<file path="src/rtl/dsc_pkg.sv">
package dsc_pkg;
  localparam int OPW  = 4;
  localparam int SELW = 2;

  localparam logic [OPW-1:0] OP_NOP  = 4'h0;
  localparam logic [OPW-1:0] OP_BW8  = 4'h1;
  localparam logic [OPW-1:0] OP_BW16 = 4'h2;
  localparam logic [OPW-1:0] OP_BW32 = 4'h3;
  localparam logic [OPW-1:0] OP_BR8  = 4'h5;
  localparam logic [OPW-1:0] OP_BR16 = 4'h6;
  localparam logic [OPW-1:0] OP_BR32 = 4'h7;
  localparam logic [OPW-1:0] OP_RWR  = 4'h9;
  localparam logic [OPW-1:0] OP_RSEL = 4'hD;

  localparam logic [SELW-1:0] UNIT_BUS = 2'd0;
  localparam logic [SELW-1:0] UNIT_SER = 2'd3;

  typedef struct packed {
    logic       nop;
    logic [2:0] bwr;
    logic [2:0] brd;
    logic       rwr;
    logic       rsel;
  } strb_t;
endpackage

</file>
<file path="src/rtl/dsc_shifter.sv">
module dsc_shifter #(
  parameter int W   = 53,
  parameter int CAPW = 2
) (
  input  logic            clk,
  input  logic            rst_n,
  input  logic            shift_en,
  input  logic            capture_en,
  input  logic            tdi,
  input  logic [CAPW-1:0] cap_val,
  output logic [W-1:0]    sr
);
  logic [W-1:0] sr_d;

  always_comb begin
    sr_d = sr;
    if (capture_en) begin
      sr_d = '0;
      sr_d[CAPW-1:0] = cap_val;
    end else if (shift_en) begin
      sr_d = {tdi, sr[W-1:1]};
    end
  end

  always_ff @(posedge clk or negedge rst_n) begin
    if (!rst_n) sr <= '0;
    else        sr <= sr_d;
  end
endmodule

</file>
<file path="src/rtl/dsc_opdec.sv">
module dsc_opdec
  import dsc_pkg::*;
(
  input  logic [SELW-1:0] unit,
  input  logic            unit_vld,
  input  logic [OPW-1:0]  op,
  output strb_t           strb
);
  logic is_bus, is_live;

  always_comb begin
    is_bus  = unit_vld && (unit == UNIT_BUS);
    is_live = unit_vld && (unit != UNIT_SER);
    strb    = '0;
    case (op)
      OP_NOP:  strb.nop    = unit_vld;
      OP_BW8:  strb.bwr[0] = is_bus;
      OP_BW16: strb.bwr[1] = is_bus;
      OP_BW32: strb.bwr[2] = is_live;
      OP_BR8:  strb.brd[0] = is_bus;
      OP_BR16: strb.brd[1] = is_bus;
      OP_BR32: strb.brd[2] = is_live;
      OP_RWR:  strb.rwr    = is_live;
      OP_RSEL: strb.rsel   = is_live;
      default: strb = '0;
    endcase
  end
endmodule

</file>
<file path="src/rtl/dsc_cpu_ctrl.sv">
module dsc_cpu_ctrl #(
  parameter int CTRLW = 2
) (
  input  logic             clk,
  input  logic             rst_n,
  input  logic             wr_en,
  input  logic [CTRLW-1:0] wdata,
  output logic [CTRLW-1:0] ctrl
);
  logic [CTRLW-1:0] ctrl_d;

  always_comb ctrl_d = wr_en ? wdata : ctrl;

  always_ff @(posedge clk or negedge rst_n) begin
    if (!rst_n) ctrl <= '0;
    else        ctrl <= ctrl_d;
  end
endmodule

</file>
<file path="src/rtl/dsc_cmd_decoder.sv">
module dsc_cmd_decoder
  import dsc_pkg::*;
#(
  parameter int AW    = 32,
  parameter int LW    = 16,
  parameter int IDXW  = 1,
  parameter int CTRLW = 2
) (
  input  logic            tck,
  input  logic            trst_n,
  input  logic            shift_en,
  input  logic            capture_en,
  input  logic            update_en,
  input  logic            tdi,
  output logic            tdo,
  output logic [1:0]      unit_sel,
  output logic            unit_vld,
  output logic [IDXW-1:0] reg_idx,
  output logic            strb_nop,
  output logic [2:0]      strb_bwr,
  output logic [2:0]      strb_brd,
  output logic            strb_rwr,
  output logic            strb_rsel,
  output logic [AW-1:0]   burst_addr,
  output logic [LW-1:0]   burst_len,
  output logic [1:0]      cpu_stall,
  output logic [1:0]      cpu_rst
);
  localparam int W     = 1 + OPW + AW + LW;
  localparam int NUNIT = 1 << SELW;
  localparam int NCPU  = 2;
  localparam int TOP   = W - 1;
  localparam int OPHI  = TOP - 1;
  localparam int FLD   = OPHI - OPW;
  localparam int WDHI  = FLD - IDXW;

  // reset: asserted at once, released after two tck edges
  logic [1:0] rst_pipe;
  logic       rst_n_s;
  always_ff @(posedge tck or negedge trst_n) begin
    if (!trst_n) rst_pipe <= 2'b00;
    else         rst_pipe <= {rst_pipe[0], 1'b1};
  end
  assign rst_n_s = rst_pipe[1];

  logic [W-1:0]     sr;
  logic [CTRLW-1:0] cap_val;

  dsc_shifter #(.W(W), .CAPW(CTRLW)) u_shift (
    .clk(tck), .rst_n(rst_n_s), .shift_en(shift_en), .capture_en(capture_en),
    .tdi(tdi), .cap_val(cap_val), .sr(sr)
  );

  logic [SELW-1:0] sel_f;
  logic [OPW-1:0]  op_f;
  logic [IDXW-1:0] idx_f;
  logic [AW-1:0]   addr_f;
  logic [LW-1:0]   len_f;
  logic [CTRLW-1:0] wdata_f;

  assign sel_f   = sr[OPHI -: SELW];
  assign op_f    = sr[OPHI -: OPW];
  assign idx_f   = sr[FLD -: IDXW];
  assign addr_f  = sr[FLD -: AW];
  assign len_f   = sr[FLD-AW -: LW];
  assign wdata_f = sr[WDHI -: CTRLW];

  logic [SELW-1:0] unit_q, unit_d;
  logic            vld_q, vld_d;
  logic [IDXW-1:0] idx_q [NUNIT];
  logic [IDXW-1:0] idx_d [NUNIT];
  logic [AW-1:0]   addr_q, addr_d;
  logic [LW-1:0]   len_q, len_d;
  strb_t           dec, strb_q, strb_d;

  dsc_opdec u_dec (.unit(unit_q), .unit_vld(vld_q), .op(op_f), .strb(dec));

  always_comb begin
    strb_d = '0;
    unit_d = unit_q;
    vld_d  = vld_q;
    addr_d = addr_q;
    len_d  = len_q;
    for (int u = 0; u < NUNIT; u++) idx_d[u] = idx_q[u];
    if (update_en) begin
      if (sr[TOP]) begin
        unit_d = sel_f;
        vld_d  = 1'b1;
      end else begin
        strb_d = dec;
        if (dec.rsel) idx_d[unit_q] = idx_f;
        if ((|dec.bwr) || (|dec.brd)) begin
          addr_d = addr_f;
          len_d  = len_f;
        end
      end
    end
  end

  always_ff @(posedge tck or negedge rst_n_s) begin
    if (!rst_n_s) begin
      unit_q <= '0;
      vld_q  <= 1'b0;
      addr_q <= '0;
      len_q  <= '0;
      strb_q <= '0;
      for (int u = 0; u < NUNIT; u++) idx_q[u] <= '0;
    end else begin
      unit_q <= unit_d;
      vld_q  <= vld_d;
      addr_q <= addr_d;
      len_q  <= len_d;
      strb_q <= strb_d;
      for (int u = 0; u < NUNIT; u++) idx_q[u] <= idx_d[u];
    end
  end

  logic [CTRLW-1:0] ctrl [NCPU];
  logic [NCPU-1:0]  hit;

  for (genvar k = 0; k < NCPU; k++) begin : g_cpu
    logic wr_en;
    assign hit[k] = vld_q && (unit_q == SELW'(k + 1)) && (idx_q[unit_q] == '0);
    assign wr_en  = update_en && !sr[TOP] && dec.rwr && hit[k];
    dsc_cpu_ctrl #(.CTRLW(CTRLW)) u_ctrl (
      .clk(tck), .rst_n(rst_n_s), .wr_en(wr_en), .wdata(wdata_f), .ctrl(ctrl[k])
    );
    assign cpu_stall[k] = ctrl[k][0];
    assign cpu_rst[k]   = ctrl[k][1];
  end

  always_comb begin
    cap_val = '0;
    for (int k = 0; k < NCPU; k++) if (hit[k]) cap_val = ctrl[k];
  end

  assign tdo        = sr[0];
  assign unit_sel   = unit_q;
  assign unit_vld   = vld_q;
  assign reg_idx    = idx_q[unit_q];
  assign strb_nop   = strb_q.nop;
  assign strb_bwr   = strb_q.bwr;
  assign strb_brd   = strb_q.brd;
  assign strb_rwr   = strb_q.rwr;
  assign strb_rsel  = strb_q.rsel;
  assign burst_addr = addr_q;
  assign burst_len  = len_q;
endmodule

</file>
<file path="config.mk">
export PLATFORM = sky130hd
export DESIGN_NAME = dsc_cmd_decoder
export DESIGN_NICKNAME = d
export VERILOG_FILES = /design/src/rtl/dsc_pkg.sv /design/src/rtl/dsc_shifter.sv /design/src/rtl/dsc_opdec.sv /design/src/rtl/dsc_cpu_ctrl.sv /design/src/rtl/dsc_cmd_decoder.sv
export SDC_FILE = /design/constraint.sdc
export NUM_CORES = 1
export LEC_CHECK = 0
export BUFFER_PORTS_ARGS = -buffer_cell sky130_fd_sc_hd__buf_4
export CAP_MARGIN = 10
export CORE_UTILIZATION = 57
export CTS_BUF_LIST = sky130_fd_sc_hd__clkbuf_16
export DETAILED_ROUTE_END_ITERATION = 16
export PLACE_DENSITY = 0.79
export SLEW_MARGIN = 20
export SYNTH_ARGS = -nofsm -noshare
export SYNTH_HDL_FRONTEND = slang
export SYNTH_HIERARCHICAL = 1
export SYNTH_SLANG_ARGS = --single-unit
</file>
<file path="constraint.sdc">
create_clock -name tck -period 4.2 [get_ports tck]
set_input_delay 0.63 -clock tck [delete_from_list [all_inputs] [get_ports tck]]
set_output_delay 0.63 -clock tck [all_outputs]
set_load 0.01 [all_outputs]
</file>
==> results of run 1 <==
==> synthesized netlist by cell type (all sizes together) <==
master / instances / share of area
nor4b: 4 / 0.012
o31a: 1 / 0.0017
clkbuf: 2 / 0.0015
a22oi: 2 / 0.0030
dfrtp: 123 / 0.61
nand3: 4 / 0.0040
nor2: 54 / 0.040
mux2i: 53 / 0.11
and2: 9 / 0.011
nand4: 1 / 0.0012
or4: 1 / 0.0015
nor3b: 2 / 0.0030
or3b: 1 / 0.0022
buf: 16 / 0.031
conb: 1 / 0.00074
a21bo: 1 / 0.0020
or2: 1 / 0.0012
nand2b: 4 / 0.0050
nor2b: 3 / 0.0037
mux4: 1 / 0.0045
nand2: 5 / 0.0037
mux2: 58 / 0.14
nor3: 5 / 0.0050
o21ai: 2 / 0.0020
==> logic make-up (layout without fill, tap and decap cells) <==
family / count (synthesis) / in the layout
mux: 112 / 112
buf+inv: 18 / 108
compound gates: 6 / 6
flops: 123 / 123
simple gates: 94 / 94
other cells: 1 / 1
==> layout by cell type (no fill, tap or decap) <==
| cell type | n |
|---|---|
| sky130_fd_sc_hd__nand2_1 | 5 |
| sky130_fd_sc_hd__inv_6 | 1 |
| sky130_fd_sc_hd__nand3_1 | 4 |
| sky130_fd_sc_hd__nand4_1 | 1 |
| sky130_fd_sc_hd__conb_1 | 1 |
| sky130_fd_sc_hd__nor2_1 | 54 |
| sky130_fd_sc_hd__or4_1 | 1 |
| sky130_fd_sc_hd__mux4_2 | 1 |
| sky130_fd_sc_hd__dfrtp_4 | 1 |
| sky130_fd_sc_hd__nand2b_1 | 4 |
| sky130_fd_sc_hd__nor4b_1 | 1 |
| sky130_fd_sc_hd__and2_1 | 9 |
| sky130_fd_sc_hd__clkinv_4 | 3 |
| sky130_fd_sc_hd__mux2i_1 | 53 |
| sky130_fd_sc_hd__dlygate4sd3_1 | 1 |
| sky130_fd_sc_hd__or3b_4 | 1 |
| sky130_fd_sc_hd__clkinvlp_4 | 5 |
| sky130_fd_sc_hd__nor3b_1 | 2 |
| sky130_fd_sc_hd__or2_1 | 1 |
| sky130_fd_sc_hd__a21bo_2 | 1 |
| sky130_fd_sc_hd__clkbuf_16 | 17 |
| sky130_fd_sc_hd__clkinv_2 | 3 |
| sky130_fd_sc_hd__mux2_4 | 20 |
| sky130_fd_sc_hd__mux2_2 | 38 |
| sky130_fd_sc_hd__nor3_1 | 5 |
| sky130_fd_sc_hd__dfrtp_1 | 122 |
| sky130_fd_sc_hd__a22oi_1 | 2 |
| sky130_fd_sc_hd__o21ai_0 | 2 |
| sky130_fd_sc_hd__nor4b_2 | 2 |
| sky130_fd_sc_hd__clkinv_1 | 1 |
| sky130_fd_sc_hd__bufinv_16 | 2 |
| sky130_fd_sc_hd__nor4b_4 | 1 |
| sky130_fd_sc_hd__o31a_2 | 1 |
| sky130_fd_sc_hd__nor2b_1 | 3 |
| sky130_fd_sc_hd__buf_4 | 75 |
==> registers in the layout, indices dropped and copies added, names as in the netlist <==
name	flops
strb_bwr	3
strb_nop	1
strb_brd	3
u_shift/sr	53
unit_vld	1
burst_addr	32
idx_q	4
strb_rwr	1
g_cpu.u_ctrl/ctrl	4
rst_pipe	2
burst_len	16
unit_sel	2
strb_rsel	1
==> worst reg2reg max path: stages (launching register included) <==
cell,delay [ns]
sky130_fd_sc_hd__dfrtp_1,0.47
sky130_fd_sc_hd__or3b_4,0.48
sky130_fd_sc_hd__nor4b_2,0.25
sky130_fd_sc_hd__or4_1,0.14
sky130_fd_sc_hd__o31a_2,0.45
sky130_fd_sc_hd__buf_4,0.39
sky130_fd_sc_hd__mux2_2,0.38
==> metrics by stage <==
stage	power, mW	setup WS (ns)	cells	utilization	hold WS, ns
2_1_floorplan	1.283	0.5195	354	-	0.3312
3_3_place_gp	1.296	1.477	516	0.6659	0.2040
3_5_place_dp	1.298	1.358	516	0.6659	0.2084
4_1_cts	2.690	1.541	549	0.7359	0.2142
5_1_grt	2.755	1.401	549	0.7359	0.2343
6_report	2.666	1.522	549	0.7359	0.1986
==> power groups by stage <==
stage / clock, mW / sequential (mW) / combinational (mW)
3_5_place_dp: 0 / 1.22 / 0.0781
2_1_floorplan: 0 / 1.23 / 0.0507
5_1_grt: 1.47 / 1.20 / 0.0853
4_1_cts: 1.41 / 1.20 / 0.0790
6_report: 1.39 / 1.20 / 0.0767
3_3_place_gp: 0 / 1.22 / 0.0762
==> path summary, 6_finish.rpt <==
path | startpoint | to | slack [ns] | cells past startpoint
min reg2reg | rst_pipe[1] | u_shift/sr[36] | 0.20 | 0
max in group asynchronous | rst_pipe[1] | burst_addr[1] | 3.02 | 1
max reg2reg | unit_sel[1] | burst_len[15] | 1.52 | 6
min | rst_pipe[1] | u_shift/sr[36] | 0.20 | 0
max | unit_sel[1] | burst_len[15] | 1.52 | 6
min in group tck | rst_pipe[0] | rst_pipe[1] | 0.35 | 0
==> area by class of cell <==
class | instances | area [um^2]
Fill cell | 524 | 2213
Clock buffer | 17 | 425.4
Multi-Input combinational cell | 213 | 1805
Timing Repair Buffer | 76 | 573.1
Clock inverter | 15 | 151.4
Sequential cell | 123 | 3082
Tap cell | 105 | 131.4
==> layer usage <==
| layer | vias to the layer above | wire, um | global-route usage |
|---|---|---|---|
| met3 | 13 | 309 | 0.06240 |
| met5 | - | 0 | 0 |
| met2 | 57 | 4311 | 0.3292 |
| li1 | 1382 | - | - |
| met1 | 1521 | 4067 | 0.2870 |
| met4 | 0 | 98 | 0.08209 |
==> flow_summary.rst, run 1 <==
.. list-table::
   :header-rows: 1

   * - Metric
     - Value
   * - Run status
     - finished clean
   * - MaxCap Viol Count
     - 0
   * - First-pass DRT Iterations
     - 5
   * - Maximum vdd ir drop
     - a little under 0.0003 V
   * - Number of cell rows
     - 33
   * - Wire length of the first global-routing pass
     - approximately 15000 um
   * - Area fraction in and, or, nand and nor cells after synthesis
     - 0.09425
   * - Synthesized net count
     - 360
   * - Cells after Synth
     - roughly 350
   * - Area fraction in compound gates after synthesis
     - 0.008681
   * - CP startpoint kind
     - flop
   * - Number of distinct library cell variants in the gate-level netlist after synthesis
     - 29
   * - Combinational power share
     - 0.029
   * - Via count of the first global-routing pass
     - around 3000
   * - Post CTS Setup Buffer Count
     - 0
   * - Die ar.
     - roughly 9200 um^2
   * - Worst setup EP type
     - flop
   * - Average size of a mapped cell
     - approximately 14 um^2
   * - Largest net degree at the start of global routing
     - 57
   * - Leak
     - about 3.2 nW
   * - Shortest period the worst path allows
     - 2.678 ns
   * - Worst clock skew
     - 0.007208 ns
   * - Total number of clock tree sinks
     - approximately 120
   * - Share of the clock period used by the worst path after layout
     - 0.6377
   * - Clock slew at reported path FFs
     - ~0.06 ns
   * - Area Growth Syn to Fin
     - 22.27%
   * - Total I/O pin count
     - about 70
   * - Req. time, crit path
     - 4.48 ns
   * - Clk Tree Root Cell
     - sky130_fd_sc_hd__clkbuf_16
   * - Critical setup path kind
     - flop to flop
   * - Slowest cell delay on critical path
     - 0.48 ns
   * - Vias per Instance
     - 5.415
   * - Final count of pins violating max slew
     - 0
   * - Remaining DRCs
     - 0
   * - Synthesized-area fraction occupied by adder cells
     - 0
   * - Share of power burned in registers
     - 0.450
   * - Setup repair after global routing missed its margin
     - false
   * - Die W
     - 96.08 um
   * - Core Region
     - ~8400 um^2
   * - Seq cells post-synth
     - 123
   * - Arrival time at the worst endpoint
     - 2.96 ns
   * - Aggregate routed wire length
     - 8787 um
   * - Instance area after placement
     - 5582 um^2
   * - Dominant combinational cell family by area after synthesis
     - multiplexers
   * - Cell family with the largest share of critical-path delay
     - simple AND/OR/NAND/NOR gates
   * - Switching Fraction
     - 0.2175
   * - Slowest library cell on the worst path
     - sky130_fd_sc_hd__or3b_4
   * - Worst-path cell chain
     - or3b_4, nor4b_2, or4_1, o31a_2, buf_4, mux2_2
   * - Pin slew with the least headroom to its limit
     - between 0.8 and 0.9 ns
   * - Vias after detailed routing
     - between 2000 and 3000
   * - Max Fanout on Critical Path
     - 18
   * - HPWL after detailed placement
     - about 5500 um
   * - Share of total power in the clock network
     - 0.521
   * - Power dissipated by switching net loads
     - around 0.58 mW
   * - TritonCTS clock tree
     - done
   * - GRT overflow
     - 0
   * - Fmax
     - between 300 and 400 MHz
   * - Antenna diode instance count
     - 0
   * - Clock Path Buffers
     - 2
   * - Xor and xnor area share after synthesis
     - 0
   * - Headroom to the max-slew limit
     - 0.4169
   * - Number of buffers inserted during clock tree synthesis
     - 17
   * - Drt wl/cell
     - ~16 um
   * - Hold-fix buffer count after cts
     - 1
   * - Overall fraction of global-route tracks in use
     - 0.2138
   * - Count of warnings emitted by yosys
     - 6
   * - Final cell area excluding filler cells
     - 6168 um^2
   * - Pwr Density
     - between 400 and 500 nW/um^2
   * - Aggregate negative setup slack
     - 0 ns
   * - Final nets
     - between 400 and 500
   * - Floorplan die height
     - around 96 um
   * - Share of cell area taken by muxes after synthesis
     - 0.2540
   * - Number of H-tree levels
     - 4
   * - Internal power summed over all cells
     - between 2 and 2.5 mW
   * - Weighted congestion at the end of routability-driven global placement
     - between 0.8 and 0.9
   * - Count of input and output buffers
     - roughly 70
   * - Post-synth design cell area
     - 5045 um^2
   * - Gates resized, CTS repair
     - 0
   * - Final setup vio count
     - 0
   * - Post-synthesis sequential area ratio
     - 0.6101
   * - Remaining antenna violation count
     - 0
   * - Buf+Inv Stages, Crit Path
     - 1
   * - Number of hold violations in the final report
     - 0
   * - Share of cells above drive strength 1
     - 0.3874
   * - Number of design-rule violations left by the first detailed-router iteration
     - between 100 and 150
   * - Type of the worst min-delay path
     - flop to asynchronous set/reset pin
   * - Worst-Skew Late Latency
     - roughly 0.4 ns
   * - Initial antenna violation count
     - 0
   * - Initial core utilization
     - 0.6019
Note: power is estimated with default switching activity, not from simulation.
==> run 2, diff against run 1 <==
Settings changed: CORE_UTILIZATION 57 to 51, PLACE_DENSITY 0.79 to 0.75.
Clock period 4.2 ns to 2.3 ns, I/O delays scaled along.
==> flow_summary.rst, run 2 (synthesis gave the netlist of run 1 again) <==
.. list-table::
   :header-rows: 1

   * - Metric
     - Value
   * - Run status
     - finished clean (unchanged)
   * - Vias per Instance
     - 5.087 (was 5.415)
   * - First-pass DRT Iterations
     - 5 (unchanged)
   * - Clock slew at reported path FFs
     - 0.06 ns (about the same)
   * - Total number of clock tree sinks
     - 123 (unchanged)
   * - Total I/O pin count
     - 72 (unchanged)
   * - CP endpoint
     - burst_addr[26] (was burst_len[15])
   * - Initial antenna violation count
     - 0 (unchanged)
   * - Final count of pins violating max slew
     - 0 (unchanged)
   * - Logic depth of the worst register-to-register path
     - 6 (unchanged)
   * - Number of cell rows
     - 35 (was 33)
   * - Overall fraction of global-route tracks in use
     - 0.1919 (was 0.2138)
   * - Launch point of the worst reg-to-reg path
     - unit_vld (was unit_sel[1])
   * - CP startpoint kind
     - flop (unchanged)
   * - Worst setup EP type
     - flop (unchanged)
   * - Aggregate negative setup slack
     - 0 ns (unchanged)
   * - Clock Path Buffers
     - 2 (unchanged)
   * - Startpoint of the most critical setup path
     - unit_vld (was unit_sel[1])
   * - TritonCTS clock tree
     - done (unchanged)
   * - Clk Tree Root Cell
     - sky130_fd_sc_hd__clkbuf_16 (unchanged)
   * - Drt wl/cell
     - 15.32 um (was 16.01 um)
   * - Count of input and output buffers
     - 71 (unchanged)
   * - Req. time, crit path
     - 2.58 ns (was 4.48 ns)
   * - Most flops, register
     - u_shift/sr (unchanged)
   * - Most common cell after layout, fill and taps aside
     - sky130_fd_sc_hd__dfrtp_1 (unchanged)
   * - Number of H-tree levels
     - 4 (unchanged)
   * - Number of design-rule violations left by the first detailed-router iteration
     - 88 (was 109)
   * - Share of the clock period used by the worst path after layout
     - 0.9711 (was 0.6377)
   * - Maximum vdd ir drop
     - 0.0004408 V (was 0.0002962 V)
   * - Setup repair after global routing missed its margin
     - true (was false)
   * - MaxCap Viol Count
     - 0 (unchanged)
   * - Type of the worst min-delay path
     - input port to flop (was flop to asynchronous set/reset pin)
   * - Wire length of the first global-routing pass
     - 14840 um (was 14720 um)
   * - Aggregate routed wire length
     - 8994 um (was 8787 um)
   * - Share of cells above drive strength 1
     - 0.4061 (was 0.3874)
   * - Final setup vio count
     - 0 (unchanged)
   * - Initial core utilization
     - 0.5358 (was 0.6019)
   * - Weighted congestion at the end of routability-driven global placement
     - 0.7651 (was 0.8215)
   * - Worst-Skew Late Latency
     - 0.40 ns (about the same)
   * - Pin slew with the least headroom to its limit
     - 0.5575 ns (was 0.8746 ns)
   * - Register-to-register path setup slack
     - 0.07 ns (was 1.52 ns)
   * - Headroom to the max-slew limit
     - 0.6255 (was 0.4169)
   * - FF-to-FF End
     - burst_addr[26] (was burst_len[15])
   * - Remaining antenna violation count
     - 0 (unchanged)
   * - Antenna diode instance count
     - 0 (unchanged)
   * - Pre-CTS setup slack
     - 0.07469 ns (was 1.358 ns)
   * - Final core utilization
     - 0.6748 (was 0.7359)
   * - Vias after detailed routing
     - 2986 (was 2973)
   * - Worst clock skew
     - 0.008091 ns (was 0.007208 ns)
   * - Number of hold violations in the final report
     - 0 (unchanged)
   * - Instance area after placement
     - 5752 um^2 (was 5582 um^2)
   * - Number of buffers inserted during clock tree synthesis
     - 17 (unchanged)
   * - Die W
     - 101.5 um (was 96.08 um)
   * - Critical setup path kind
     - flop to flop (unchanged)
   * - HPWL after detailed placement
     - 5757 um (was 5495 um)
   * - Pwr Density
     - 741.0 nW/um^2 (was 432.2 nW/um^2)
   * - Largest net degree at the start of global routing
     - 56 (was 57)
   * - Max Fanout on Critical Path
     - 16 (was 18)
   * - Flip-flop count of the largest register, all copies and words added
     - 53 (unchanged)
   * - Slack of the critical path
     - 0.06649 ns (was 1.522 ns)
   * - Shortest period the worst path allows
     - 2.234 ns (was 2.678 ns)
   * - Floorplan die height
     - 101.5 um (was 96.08 um)
   * - Remaining DRCs
     - 0 (unchanged)
   * - Core Region
     - 9415 um^2 (was 8382 um^2)
   * - Most frequent cells in the layout
     - 122 x sky130_fd_sc_hd__dfrtp_1, 84 x sky130_fd_sc_hd__buf_4, 54 x sky130_fd_sc_hd__nor2_1 (was 122 x sky130_fd_sc_hd__dfrtp_1, 75 x sky130_fd_sc_hd__buf_4, 54 x sky130_fd_sc_hd__nor2_1)
   * - GRT overflow
     - 0 (unchanged)
   * - Die ar.
     - 10290 um^2 (was 9230 um^2)
   * - Final cell area excluding filler cells
     - 6354 um^2 (was 6168 um^2)
   * - Leak
     - 3.272 nW (was 3.191 nW)
   * - Final nets
     - 451 (was 437)
   * - Via count of the first global-routing pass
     - 3008 (was 3029)
   * - Fin Hold WS
     - 0.2251 ns (was 0.1986 ns)
   * - Arrival time at the worst endpoint
     - 2.51 ns (was 2.96 ns)
   * - Fmax
     - 447.7 MHz (was 373.4 MHz)
   * - Area Growth Syn to Fin
     - 25.94% (was 22.27%)
[run 2: cell types whose count changed in the layout (fill, tap and decap cells not counted), sizes merged]
cell,delta
clkinvlp,-1
buf,+13
clkbuf,+1
bufinv,-2
inv,+4
clkinv,-1
[run 2: how the worst min path moves through the flow]
stage	cells after the start	endpoint	slack, ns	startpoint
finish	3	u_shift/sr[52]	0.23	tdi
global route	3	u_shift/sr[52]	0.21	tdi
CTS	3	u_shift/sr[52]	0.21	tdi
detailed placement	1	rst_pipe[0]	0.13	trst_n
global placement	1	rst_pipe[0]	0.13	trst_n
floorplan	0	rst_pipe[0]	0.05	trst_n
[run 2: layout make-up]
cell class / instances / area, um^2
Sequential cell: 123 / 3082
Timing Repair Buffer: 90 / 745.7
Fill cell: 686 / 3062
Tap cell: 129 / 161.4
Clock buffer: 17 / 425.4
Multi-Input combinational cell: 213 / 1822
Clock inverter: 15 / 117.6
[run 2: timing repair]
| action | 4_1_cts | 5_1_grt |
|---|---|---|
| hold buffers | 1 | 0 |
| resized for setup | 0 | 2 |
| hold endpoints to repair | 2 | 0 |
| setup endpoints to repair | 0 | 28 |
| setup buffers | 0 | 1 |
[run 2: critical path, cell delays in order (launching register included)]
cell and delay [ns]:
sky130_fd_sc_hd__dfrtp_1 0.39, sky130_fd_sc_hd__or3b_4 0.29, sky130_fd_sc_hd__nor3_1 0.06, sky130_fd_sc_hd__or4_1 0.54, sky130_fd_sc_hd__o31a_4 0.35, sky130_fd_sc_hd__clkbuf_16 0.20, sky130_fd_sc_hd__mux2_2 0.28
[run 2: metrics by stage]
step	total power [mW]	instances
after floorplan	2.343	354
after global placement	2.383	552
after detailed placement	2.386	552
after CTS	4.761	585
after global routing	4.890	587
final	4.708	587
[run 2: layer usage]
metal	vias up	GRT usage	wire [um]
li1	1409	-	-
met1	1508	0.2435	4063
met2	61	0.3082	4477
met3	8	0.05866	335
met4	0	0.08027	117
met5	-	0	0
[run 2: where the power goes]
part / switching (mW) / internal, mW / leakage, nW
Combinational: 0.0975 / 0.0607 / 1.31
Clock: 0.972 / 1.39 / 0.258
Sequential: 0.0157 / 2.17 / 1.71
Total: 1.09 / 3.62 / 3.27
